==> config.mk <==
export PLATFORM = sky130hd
export DESIGN_NAME = cs_window_decoder
export DESIGN_NICKNAME = d
export VERILOG_FILES = /design/src/rtl/csdec_pkg.sv /design/src/rtl/csdec_regs.sv /design/src/rtl/csdec_match.sv /design/src/rtl/csdec_prio.sv /design/src/rtl/cs_window_decoder.sv
export SDC_FILE = /design/constraint.sdc
export NUM_CORES = 1
export LEC_CHECK = 0
export BUFFER_PORTS_ARGS = -buffer_cell sky130_fd_sc_hd__buf_4
export CORE_MARGIN = 8
export CORE_UTILIZATION = 53
export DETAILED_ROUTE_END_ITERATION = 8
export GPL_TIMING_DRIVEN = 0
export PLACE_DENSITY = 0.74
export REMOVE_ABC_BUFFERS = 1
export SKIP_LAST_GASP = 1
export SLEW_MARGIN = 10
export SYNTH_ARGS = -nofsm -noshare
export SYNTH_HDL_FRONTEND = slang
export SYNTH_SLANG_ARGS = --single-unit
==> constraint.sdc <==
create_clock -name clk -period 7.5 [get_ports clk]
set_clock_uncertainty 0.2 [all_clocks]
set_input_delay 0.375 -clock clk [delete_from_list [all_inputs] [get_ports clk]]
set_output_delay 0.375 -clock clk [all_outputs]
set_load 0.03 [all_outputs]
==> src/rtl/csdec_pkg.sv <==
package csdec_pkg;

    typedef enum logic [1:0] {
        MODE_NONE   = 2'b00,
        MODE_NORMAL = 2'b01,
        MODE_ATA    = 2'b10,
        MODE_PCI    = 2'b11
    } bus_mode_e;

    typedef enum logic [1:0] {
        ST_IDLE = 2'b00,
        ST_HIT  = 2'b01,
        ST_MISS = 2'b10
    } dec_state_e;

    localparam int unsigned REG_CS0_DATA = 8;
    localparam int unsigned REG_BOOT_EN  = 9;
    localparam int unsigned REG_DATA_EN  = 10;
    localparam int unsigned REG_CS_EN    = 11;
    localparam int unsigned REG_PCI0     = 12;
    localparam int unsigned REG_PCI1     = 13;
    localparam int unsigned ATA_SHIFT    = 8;

endpackage

==> src/rtl/csdec_regs.sv <==
module csdec_regs
    import csdec_pkg::*;
#(
    parameter int unsigned NUM_CS     = 8,
    parameter int unsigned ADDR_W     = 32,
    parameter int unsigned CMP_W      = 16,
    parameter int unsigned CFG_AW     = 4,
    parameter int unsigned BOOT_LOG2  = 19,
    parameter int unsigned PCI0_LOG2  = 18,
    parameter int unsigned PCI1_LOG2  = 30,
    parameter logic [ADDR_W-1:0] BOOT_HI_BASE = 32'hFFF0_0000,
    parameter logic [NUM_CS-1:0] ATA_MASK     = 8'b0011_0000
) (
    input  logic                          clk,
    input  logic                          rst_n,
    input  logic                          boot_hi_strap,
    input  logic                          cfg_we,
    input  logic [CFG_AW-1:0]             cfg_addr,
    input  logic [ADDR_W-1:0]             cfg_wdata,
    output logic [NUM_CS:0][CMP_W-1:0]    win_start,
    output logic [NUM_CS:0][CMP_W-1:0]    win_stop,
    output logic [NUM_CS:0]               win_en,
    output logic [NUM_CS-1:0]             ata_en,
    output logic [ADDR_W-1:0]             pci_base0,
    output logic [ADDR_W-1:0]             pci_base1,
    output logic [1:0]                    pci_en
);

    localparam int unsigned LOW_W      = ADDR_W - CMP_W;
    localparam logic [CMP_W-1:0] BOOT_UNITS = CMP_W'(1) << (BOOT_LOG2 - LOW_W);
    localparam logic [ADDR_W-1:0] PCI0_MASK =
        ~((ADDR_W'(1) << PCI0_LOG2) - ADDR_W'(1));
    localparam logic [ADDR_W-1:0] PCI1_MASK =
        ~((ADDR_W'(1) << PCI1_LOG2) - ADDR_W'(1));

    logic [CMP_W-1:0] boot_lo;
    assign boot_lo = boot_hi_strap ? BOOT_HI_BASE[ADDR_W-1 -: CMP_W] : '0;

    always_ff @(posedge clk) begin
        if (!rst_n) begin
            for (int i = 0; i <= NUM_CS; i++) begin
                win_start[i] <= '0;
                win_stop[i]  <= '0;
            end
            win_start[0] <= boot_lo;
            win_stop[0]  <= boot_lo + BOOT_UNITS - CMP_W'(1);
            win_en       <= '0;
            win_en[0]    <= 1'b1;
            ata_en       <= '0;
            pci_base0    <= '0;
            pci_base1    <= '0;
            pci_en       <= '0;
        end else if (cfg_we) begin
            for (int i = 0; i <= NUM_CS; i++) begin
                if (cfg_addr == CFG_AW'(i)) begin
                    win_start[i] <= cfg_wdata[CMP_W-1:0];
                    win_stop[i]  <= cfg_wdata[2*CMP_W-1:CMP_W];
                end
            end
            if (cfg_addr == CFG_AW'(REG_BOOT_EN)) begin
                win_en[0] <= cfg_wdata[0];
                if (cfg_wdata[0]) win_en[NUM_CS] <= 1'b0;
            end
            if (cfg_addr == CFG_AW'(REG_DATA_EN)) begin
                win_en[NUM_CS] <= cfg_wdata[0];
                if (cfg_wdata[0]) win_en[0] <= 1'b0;
            end
            if (cfg_addr == CFG_AW'(REG_CS_EN)) begin
                for (int i = 1; i < NUM_CS; i++) begin
                    win_en[i] <= cfg_wdata[i];
                end
                ata_en <= cfg_wdata[ATA_SHIFT +: NUM_CS] & ATA_MASK;
            end
            if (cfg_addr == CFG_AW'(REG_PCI0)) begin
                pci_base0 <= cfg_wdata & PCI0_MASK;
                pci_en[0] <= cfg_wdata[0];
            end
            if (cfg_addr == CFG_AW'(REG_PCI1)) begin
                pci_base1 <= cfg_wdata & PCI1_MASK;
                pci_en[1] <= cfg_wdata[0];
            end
        end
    end

endmodule

==> src/rtl/csdec_match.sv <==
module csdec_match #(
    parameter int unsigned NUM_CS    = 8,
    parameter int unsigned ADDR_W    = 32,
    parameter int unsigned CMP_W     = 16,
    parameter int unsigned PCI0_LOG2 = 18,
    parameter int unsigned PCI1_LOG2 = 30
) (
    input  logic [ADDR_W-1:0]          req_addr,
    input  logic                       req_prog,
    input  logic [NUM_CS:0][CMP_W-1:0] win_start,
    input  logic [NUM_CS:0][CMP_W-1:0] win_stop,
    input  logic [NUM_CS:0]            win_en,
    input  logic [ADDR_W-1:0]          pci_base0,
    input  logic [ADDR_W-1:0]          pci_base1,
    input  logic [1:0]                 pci_en,
    output logic [NUM_CS:0]            win_hit,
    output logic [1:0]                 pci_hit
);

    localparam logic [ADDR_W-1:0] PCI0_MASK =
        ~((ADDR_W'(1) << PCI0_LOG2) - ADDR_W'(1));
    localparam logic [ADDR_W-1:0] PCI1_MASK =
        ~((ADDR_W'(1) << PCI1_LOG2) - ADDR_W'(1));

    logic [CMP_W-1:0] addr_hi;
    assign addr_hi = req_addr[ADDR_W-1 -: CMP_W];

    for (genvar g = 0; g <= NUM_CS; g++) begin : g_win
        logic in_range;
        assign in_range = (win_start[g] <= addr_hi) && (addr_hi <= win_stop[g]);
        if (g == 0) begin : g_boot
            assign win_hit[g] = win_en[g] && in_range;
        end else begin : g_data
            assign win_hit[g] = win_en[g] && in_range && !req_prog;
        end
    end

    assign pci_hit[0] = pci_en[0] && !req_prog &&
                        ((req_addr & PCI0_MASK) == pci_base0);
    assign pci_hit[1] = pci_en[1] && !req_prog &&
                        ((req_addr & PCI1_MASK) == pci_base1);

endmodule

==> src/rtl/csdec_prio.sv <==
module csdec_prio
    import csdec_pkg::*;
#(
    parameter int unsigned NUM_CS = 8
) (
    input  logic [NUM_CS:0]   win_hit,
    input  logic [1:0]        pci_hit,
    input  logic [NUM_CS-1:0] ata_en,
    output logic [NUM_CS-1:0] sel,
    output bus_mode_e         mode,
    output logic              any_hit
);

    logic [NUM_CS-1:0] cs_hit;

    always_comb begin
        logic found;
        cs_hit    = win_hit[NUM_CS-1:0];
        cs_hit[0] = win_hit[0] | win_hit[NUM_CS];
        sel       = '0;
        found     = 1'b0;
        for (int i = 0; i < NUM_CS; i++) begin
            if (!found && cs_hit[i]) begin
                sel[i] = 1'b1;
                found  = 1'b1;
            end
        end
        if (found) begin
            mode = ((sel & ata_en) != '0) ? MODE_ATA : MODE_NORMAL;
        end else if (pci_hit != 2'b00) begin
            mode = MODE_PCI;
        end else begin
            mode = MODE_NONE;
        end
        any_hit = found || (pci_hit != 2'b00);
    end

endmodule

==> src/rtl/cs_window_decoder.sv <==
module cs_window_decoder
    import csdec_pkg::*;
#(
    parameter int unsigned NUM_CS    = 8,
    parameter int unsigned ADDR_W    = 32,
    parameter int unsigned CMP_W     = 16,
    parameter int unsigned CFG_AW    = 4,
    parameter int unsigned BOOT_LOG2 = 19,
    parameter int unsigned PCI0_LOG2 = 18,
    parameter int unsigned PCI1_LOG2 = 30
) (
    input  logic              clk,
    input  logic              rst_n,
    input  logic              boot_hi_strap,
    input  logic              cfg_we,
    input  logic [CFG_AW-1:0] cfg_addr,
    input  logic [ADDR_W-1:0] cfg_wdata,
    input  logic              req_valid,
    input  logic [ADDR_W-1:0] req_addr,
    input  logic              req_prog,
    output logic [NUM_CS-1:0] cs_sel,
    output logic [1:0]        bus_mode,
    output logic              no_hit
);

    logic [NUM_CS:0][CMP_W-1:0] win_start;
    logic [NUM_CS:0][CMP_W-1:0] win_stop;
    logic [NUM_CS:0]            win_en;
    logic [NUM_CS-1:0]          ata_en;
    logic [ADDR_W-1:0]          pci_base0;
    logic [ADDR_W-1:0]          pci_base1;
    logic [1:0]                 pci_en;
    logic [NUM_CS:0]            win_hit;
    logic [1:0]                 pci_hit;
    logic [NUM_CS-1:0]          sel_d;
    bus_mode_e                  mode_d;
    logic                       any_hit;

    dec_state_e state_q, state_d;
    bus_mode_e  mode_q;

    csdec_regs #(
        .NUM_CS(NUM_CS), .ADDR_W(ADDR_W), .CMP_W(CMP_W), .CFG_AW(CFG_AW),
        .BOOT_LOG2(BOOT_LOG2), .PCI0_LOG2(PCI0_LOG2), .PCI1_LOG2(PCI1_LOG2)
    ) u_regs (
        .clk(clk), .rst_n(rst_n), .boot_hi_strap(boot_hi_strap),
        .cfg_we(cfg_we), .cfg_addr(cfg_addr), .cfg_wdata(cfg_wdata),
        .win_start(win_start), .win_stop(win_stop), .win_en(win_en),
        .ata_en(ata_en), .pci_base0(pci_base0), .pci_base1(pci_base1),
        .pci_en(pci_en)
    );

    csdec_match #(
        .NUM_CS(NUM_CS), .ADDR_W(ADDR_W), .CMP_W(CMP_W),
        .PCI0_LOG2(PCI0_LOG2), .PCI1_LOG2(PCI1_LOG2)
    ) u_match (
        .req_addr(req_addr), .req_prog(req_prog),
        .win_start(win_start), .win_stop(win_stop), .win_en(win_en),
        .pci_base0(pci_base0), .pci_base1(pci_base1), .pci_en(pci_en),
        .win_hit(win_hit), .pci_hit(pci_hit)
    );

    csdec_prio #(.NUM_CS(NUM_CS)) u_prio (
        .win_hit(win_hit), .pci_hit(pci_hit), .ata_en(ata_en),
        .sel(sel_d), .mode(mode_d), .any_hit(any_hit)
    );

    always_comb begin
        if (!req_valid)    state_d = ST_IDLE;
        else if (any_hit)  state_d = ST_HIT;
        else               state_d = ST_MISS;
    end

    always_ff @(posedge clk) begin
        if (!rst_n) state_q <= ST_IDLE;
        else        state_q <= state_d;
    end

    always_ff @(posedge clk) begin
        if (!rst_n) begin
            cs_sel <= '0;
            mode_q <= MODE_NONE;
        end else begin
            unique case (state_d)
                ST_HIT: begin
                    cs_sel <= sel_d;
                    mode_q <= mode_d;
                end
                ST_MISS: begin
                    cs_sel <= '0;
                    mode_q <= MODE_NONE;
                end
                ST_IDLE: begin
                    cs_sel <= '0;
                    mode_q <= MODE_NONE;
                end
            endcase
        end
    end

    assign bus_mode = mode_q;
    assign no_hit   = (state_q == ST_MISS);

endmodule

==> results of run 1 <==
[final timing paths]
| kind | slack, ns | end | start |
|---|---|---|---|
| max reg2reg | 3.73 | bus_mode[1] | u_regs.win_stop[94] |
| min reg2reg | 0.26 | u_regs.win_stop[77] | u_regs.win_stop[77] |
| max | 3.69 | bus_mode[1] | req_addr[30] |
| min | 0.02 | u_regs.win_stop[87] | cfg_wdata[23] |
[flip-flops by register name (all words and copies together) (netlist names)]
signal / cells
state_q: 2
u_regs.ata_en: 2
bus_mode: 2
u_regs.pci_base1: 2
u_regs.pci_en: 2
u_regs.win_en: 9
cs_sel: 8
u_regs.pci_base0: 14
u_regs.win_start: 144
u_regs.win_stop: 144
[where the power goes]
part,total (mW),switching [mW],internal [mW]
registers,1.83,0.0161,1.82
logic,0.483,0.298,0.184
clock network,1.79,0.751,1.03
[critical path: cells and delay by family]
family | cells | cell delay (ns)
simple gates | 5 | 1.77
compound gates | 3 | 0.94
buf+inv | 2 | 0.53
fa+ha+maj | 1 | 0.41
[cell type report]
class | instances | area, um^2 | area share, %
clock buffer | 52 | 1035 | 4.737
sequential | 329 | 6907 | 31.62
antenna | 1 | 2.502 | 0.01146
multi-input combinational | 1708 | 11410 | 52.26
tap | 468 | 585.6 | 2.681
inverter | 171 | 641.9 | 2.939
timing repair buffer | 126 | 1125 | 5.150
clock inverter | 16 | 131.4 | 0.6015
[stage by stage]
| stage | hold slack (ns) | instance area [um^2] | util [%] | power, mW | cells |
|---|---|---|---|---|---|
| 2_1_floorplan | 0.2434 | 18890 | - | 2.115 | 2208 |
| 3_3_place_gp | 0.2538 | 19980 | 54.98 | 2.303 | 2744 |
| 3_5_place_dp | 0.2577 | 20360 | 56.02 | 2.328 | 2771 |
| 4_1_cts | 0.0001323 | 21840 | 60.09 | 4.104 | 2870 |
| 5_1_grt | 0.01163 | 21840 | 60.09 | 4.235 | 2870 |
| 6_report | 0.02031 | 21840 | 60.09 | 4.100 | 2871 |
[synthesized netlist by cell type, types with 7 or more instances]
cell,instances,area [um^2]
a211oi_1,11,82.58
xnor2_1,9,78.83
mux2i_1,29,290.3
ha_1,288,3603
clkbuf_1,130,488.0
and2_1,10,62.56
nor3_1,26,130.1
xor2_1,7,61.31
nand2b_1,11,68.82
dfxtp_1,297,5946
nand2_1,623,2338
nand4_1,54,337.8
edfxtp_1,32,960.9
o21ai_0,25,125.1
o211ai_1,18,135.1
nand3_1,39,195.2
nor4_1,10,62.56
a21oi_1,95,475.5
nor2b_1,48,300.3
a21boi_0,267,2004
inv_1,171,641.9
a21o_1,19,142.6
nor2_1,35,131.4
[routing by layer]
metal  GRT usage [%]  vias up
met2           41.31      614
met4           10.38        4
met1           33.51     7962
li1                -     8037
met3           4.242      150
met5               0        -
[what timing repair did]
action,4_1_cts,5_1_grt
hold buffers,31,0
setup endpoints to repair,0,0
resized for setup,0,0
endpoints found under the hold margin,208,0
[logic make-up after synthesis]
family / count (synthesis) / synth area share, %
flip-flops: 329 / 35.65
XOR/XNOR: 16 / 0.7233
AND/OR/NAND/NOR: 894 / 20.32
adder cells (fa/ha/maj): 288 / 18.60
buffers and inverters: 301 / 5.831
AO/OA/AOI/OAI: 481 / 17.39
multiplexers: 29 / 1.498
==> impl_metrics.csv, run 1 <==
group,metric,value,unit
run_status,status,"completed",
floorplanning,start_util,53.31,%
drt,maxUsedRoutingLayer,"met5",
critical_path,start_kind,"input port",
sta,slew_headroom,26.21,%
drt,vias,16770,
floorplanning,dieArea,0.04293,mm^2
sta,setup_violations,0,
cts,clkSlewWorstSetupHoldPaths,0.06,ns
cells_and_area,final_common_cell,"nand2_1",
logic_synthesis,async_flop_share,0,%
cts,clk_latency,0.55,ns
cts,cts_buffers,37,
global_route,grt_pass1_wl,87980,um
sta,finalMaxSlewViolations,0,
cells_and_area,final_cell_mix,"621 x nand2_1, 297 x dfxtp_1, 288 x ha_1",
job,maxCapViolCount,0,
critical_path,critical_path_class,"in -> reg",
global_route,antenna_found_initial,4,
power_and_ir_drop,leakage,8.489,nW
logic_synthesis,synthDistinctLibCells,62,
critical_path,cp_slowest_cell,"nor3_1",
drt,vias_per_cell,5.840,
cells_and_area,nets,2735,
drt,wl,56860,um
sta,worst_pin_slew,1.107,ns
sta,rsz0062_at_grt,"false",
logic_synthesis,avgSynthCellArea,8.287,um^2
floorplanning,io_pins,85,
drt,ant_nets,0,
drt,route.met2.wl,25350,um
critical_path,worstPathCellList,"buf_4, inv_1, ha_1, nand4_1, nor3_1, a21boi_0, or4_1, a221oi_2, or2b_2, nor3_2, o311a_1",
drt,drt_iter0_markers,1495,
logic_synthesis,syn_area,0.01938,mm^2
cells_and_area,drive_gt1_share,7.161,%
cts,htreeDepth,2,
cells_and_area,area_delta_synth_final,12.73,%
sta,max_freq,0.2627,GHz
sta,layout_min_cycle_time,3.807,ns
floorplanning,core_area,0.03635,mm^2
drt,wl_met1,25020,um
logic_synthesis,synth_edf_count,32,
logic_synthesis,synth-seq-cells,329,
logic_synthesis,netlist_instances,2338,
drt,met3WireLength,4227,um
cts,clock_sinks,329,
drt,route.detailed.drc,0,
critical_path,end_kind,"flip-flop",
floorplanning,die_y,207.2,um
placed_design,numPortBuffers,68,
critical_path,crit_arrival,4.06,ns
logic_synthesis,ys.flop_type,"dfxtp_1",
sta,worst_slack,3.693,ns
cts,cts_tree,"done",
placed_design,hpwl,38860,um
global_route,track_usage,25.52,%
cts,clockRootBuffer,"clkbuf_16",
drt,routedWlPerCell,19.80,um
placed_design,gp_congestion,0.8908,
cts,postCtsSetupRepairBufs,0,
critical_path,rr_worst_depth,10,
logic_synthesis,yosysSeqAreaShare,35.65,%
hold_path,hold_depth,3,
sta,finalHoldViolCount,0,
power_and_ir_drop,irDropWorstVdd,0.1282,mV
power_and_ir_drop,power_density,187.7,mW/mm^2
cells_and_area,fill_cells,3092,
sta,period_share,50.76,%
sta,final.setup.tns,0,ns
global_route,grt_pass1_vias,16090,
drt,drt_first_pass_iters,5,
hold_path,hold_class,"in -> reg",
global_route,gr-total-overflow,0,
logic_synthesis,synth_warnings,0,
critical_path,crit_required,7.75,ns
cts,clock_path_buffers,3,
critical_path,critPathMaxStageDelay,0.53,ns
global_route,grt_max_degree,175,
placed_design,dpl_worst_slack,3.377,ns
floorplanning,die_w,207.2,um
critical_path,crit_fanout,12,
floorplanning,row_count,70,
Power figures use the tool's default switching activity.
==> run 2, diff against run 1 <==
==> constraint.sdc (replaced) <==
create_clock -name clk -period 3.9 [get_ports clk]
set_clock_uncertainty 0.2 [all_clocks]
set_input_delay 0.195 -clock clk [delete_from_list [all_inputs] [get_ports clk]]
set_output_delay 0.195 -clock clk [all_outputs]
set_load 0.03 [all_outputs]
==> impl_metrics.csv, run 2 (synthesis gave the netlist of run 1 again) <==
group,metric,value,unit
run_status,status,"completed",
critical_path,worstPathCellList,"ha_1, nand4_1, nor3_1, a21boi_0, or4_1, a221oi_2, or2b_2, nor3_2, o311a_1",
sta,hold_ws,0.02258,ns
cells_and_area,drive_gt1_share,7.178,%
hold_path,hold_class,"in -> reg",
cts,cts_buffers,37,
critical_path,critPathMaxStageDelay,0.53,ns
sta,period_share,93.73,%
critical_path,end_kind,"flip-flop",
global_route,grt_max_degree,175,
drt,vias_per_cell,5.822,
sta,finalMaxSlewViolations,0,
critical_path,critical_path_class,"reg -> reg",
global_route,grt_pass1_vias,16170,
cts,clock_sinks,329,
cells_and_area,multiInputGateArea,0.01142,mm^2
sta,max_freq,0.2736,GHz
hold_path,worstHoldEndpoint,"u_regs.win_start[109]",
sta,rsz0062_at_grt,"false",
placed_design,numPortBuffers,68,
floorplanning,row_count,70,
floorplanning,dieArea,0.04293,mm^2
cts,clockRootBuffer,"clkbuf_16",
critical_path,rr_worst_depth,9,
critical_path,crit_arrival,3.91,ns
critical_path,r2r_slack,0.24,ns
floorplanning,die_y,207.2,um
cells_and_area,nets,2743,
critical_path,start_kind,"flip-flop",
power_and_ir_drop,power_density,359.7,mW/mm^2
floorplanning,core_area,0.03635,mm^2
cells_and_area,fill_cells,3078,
drt,drt_first_pass_iters,6,
cells_and_area,final_common_cell,"nand2_1",
cells_and_area,regArea,0.006907,mm^2
critical_path,crit_fanout,6,
drt,routedWlPerCell,19.75,um
sta,finalHoldViolCount,0,
power_and_ir_drop,switching_share,25.94,%
power_and_ir_drop,netSwitchingPower,2.045,mW
job,maxCapViolCount,0,
cts,clkSlewWorstSetupHoldPaths,0.06,ns
sta,layout_min_cycle_time,3.655,ns
cells_and_area,top_regs,"u_regs.win_start (144), u_regs.win_stop (144), u_regs.pci_base0 (14)",
cells_and_area,final_cell_mix,"621 x nand2_1, 297 x dfxtp_1, 288 x ha_1",
cells_and_area,final_area,0.02193,mm^2
critical_path,cp_slowest_cell,"nor3_1",
sta,slew_headroom,24.74,%
drt,drt_iter0_markers,1580,
cts,clock_path_buffers,3,
drt,wl,56860,um
floorplanning,die_w,207.2,um
power_and_ir_drop,p_comb_share,11.8,%
cells_and_area,utilization,60.33,%
drt,vias,16760,
global_route,grt_pass1_wl,88230,um
cts,clk_latency,0.55,ns
cts,cts_tree,"done",
placed_design,gp_congestion,0.8908,
power_and_ir_drop,leakage,8.525,nW
placed_design,hpwl,38860,um
global_route,antenna_found_initial,4,
cts,htreeDepth,2,
drt,ant_nets,0,
floorplanning,start_util,53.31,%
critical_path,crit_required,4.15,ns
hold_path,hold_depth,2,
power_and_ir_drop,seq_power_share,44.7,%
global_route,gr-total-overflow,0,
hold_path,hp-start,"rst_n",
sta,setup_violations,0,
power_and_ir_drop,total_power,7.886,mW
critical_path,r2r-end,"bus_mode[1]",
placed_design,place_area,0.02036,mm^2
sta,worst_pin_slew,1.129,ns
drt,route.detailed.drc,0,
sta,final.setup.tns,0,ns
power_and_ir_drop,irDropWorstVdd,0.2451,mV
critical_path,reg2reg_from,"u_regs.win_start[27]",
floorplanning,io_pins,85,
global_route,track_usage,25.58,%
cells_and_area,area_delta_synth_final,13.17,%
power_and_ir_drop,p_int,5.841,mW
power_and_ir_drop,power_frac_clock,43.5,%
==> run 2: cell types whose count changed in the layout (fill, tap and decap cells not counted) <==
cell | before | now
dlygate4sd3_1 | 31 | 39
nor3_1 | 21 | 20
nor3_2 | 6 | 7
==> run 2: routing by layer <==
metal / wire [um] / vias up / track usage [%]
met3: 4281 / 136 / 4.272
met2: 25410 / 620 / 41.40
li1: - / 8045 / -
met5: 23 / - / 0
met4: 2183 / 4 / 10.40
met1: 24950 / 7956 / 33.56
==> run 2: final cells by class <==
cell class / count / area share, %
Tap cell: 468 / 2.670
Timing Repair Buffer: 134 / 5.495
Multi-Input combinational cell: 1708 / 52.08
Sequential cell: 329 / 31.50
Clock buffer: 52 / 4.719
Antenna cell: 1 / 0.01141
Clock inverter: 16 / 0.5991
Inverter: 171 / 2.927
==> run 2: what timing repair did <==
action	CTS	global route
gates resized for setup	0	1
setup buffers	0	0
hold buffers	39	0
hold endpoints to repair	323	0
setup endpoints to repair	0	4
==> run 2: worst max path at each step <==
stage	start	end	slack [ns]	cells after the start
after floorplan	cfg_addr[0]	u_regs.win_start[0]	-0.49	2
after global placement	cfg_addr[0]	u_regs.win_start[0]	-2.62	3
after detailed placement	req_addr[30]	bus_mode[1]	-0.04	11
after CTS	u_regs.win_stop[94]	bus_mode[1]	0.17	10
after global routing	u_regs.win_stop[78]	bus_mode[1]	0.15	9
final	u_regs.win_start[27]	bus_mode[1]	0.24	9
==> run 2: power groups by stage <==
stage | combinational [mW] | clock [mW] | sequential, mW
6_report | 0.934 | 3.43 | 3.52
5_1_grt | 1.03 | 3.59 | 3.53
4_1_cts | 0.920 | 3.46 | 3.52
3_5_place_dp | 0.880 | 0 | 3.60
3_3_place_gp | 0.832 | 0 | 3.60
2_1_floorplan | 0.475 | 0 | 3.59
==> run 2: per-stage QoR <==
| stage | setup WS [ns] | cells |
|---|---|---|
| floorplan | -0.4929 | 2208 |
| global placement | -2.615 | 2744 |
| detailed placement | -0.04266 | 2771 |
| CTS | 0.1735 | 2878 |
| global route | 0.1499 | 2878 |
| finish | 0.2446 | 2879 |
==> run 2: worst max-delay path: cells and delay by family, from the launching register on <==
kind | cells | cell delay [ns]
AND/OR/NAND/NOR | 5 | 1.80
AO/OA/AOI/OAI | 3 | 0.95
flip-flops | 1 | 0.31
adder cells (fa/ha/maj) | 1 | 0.32
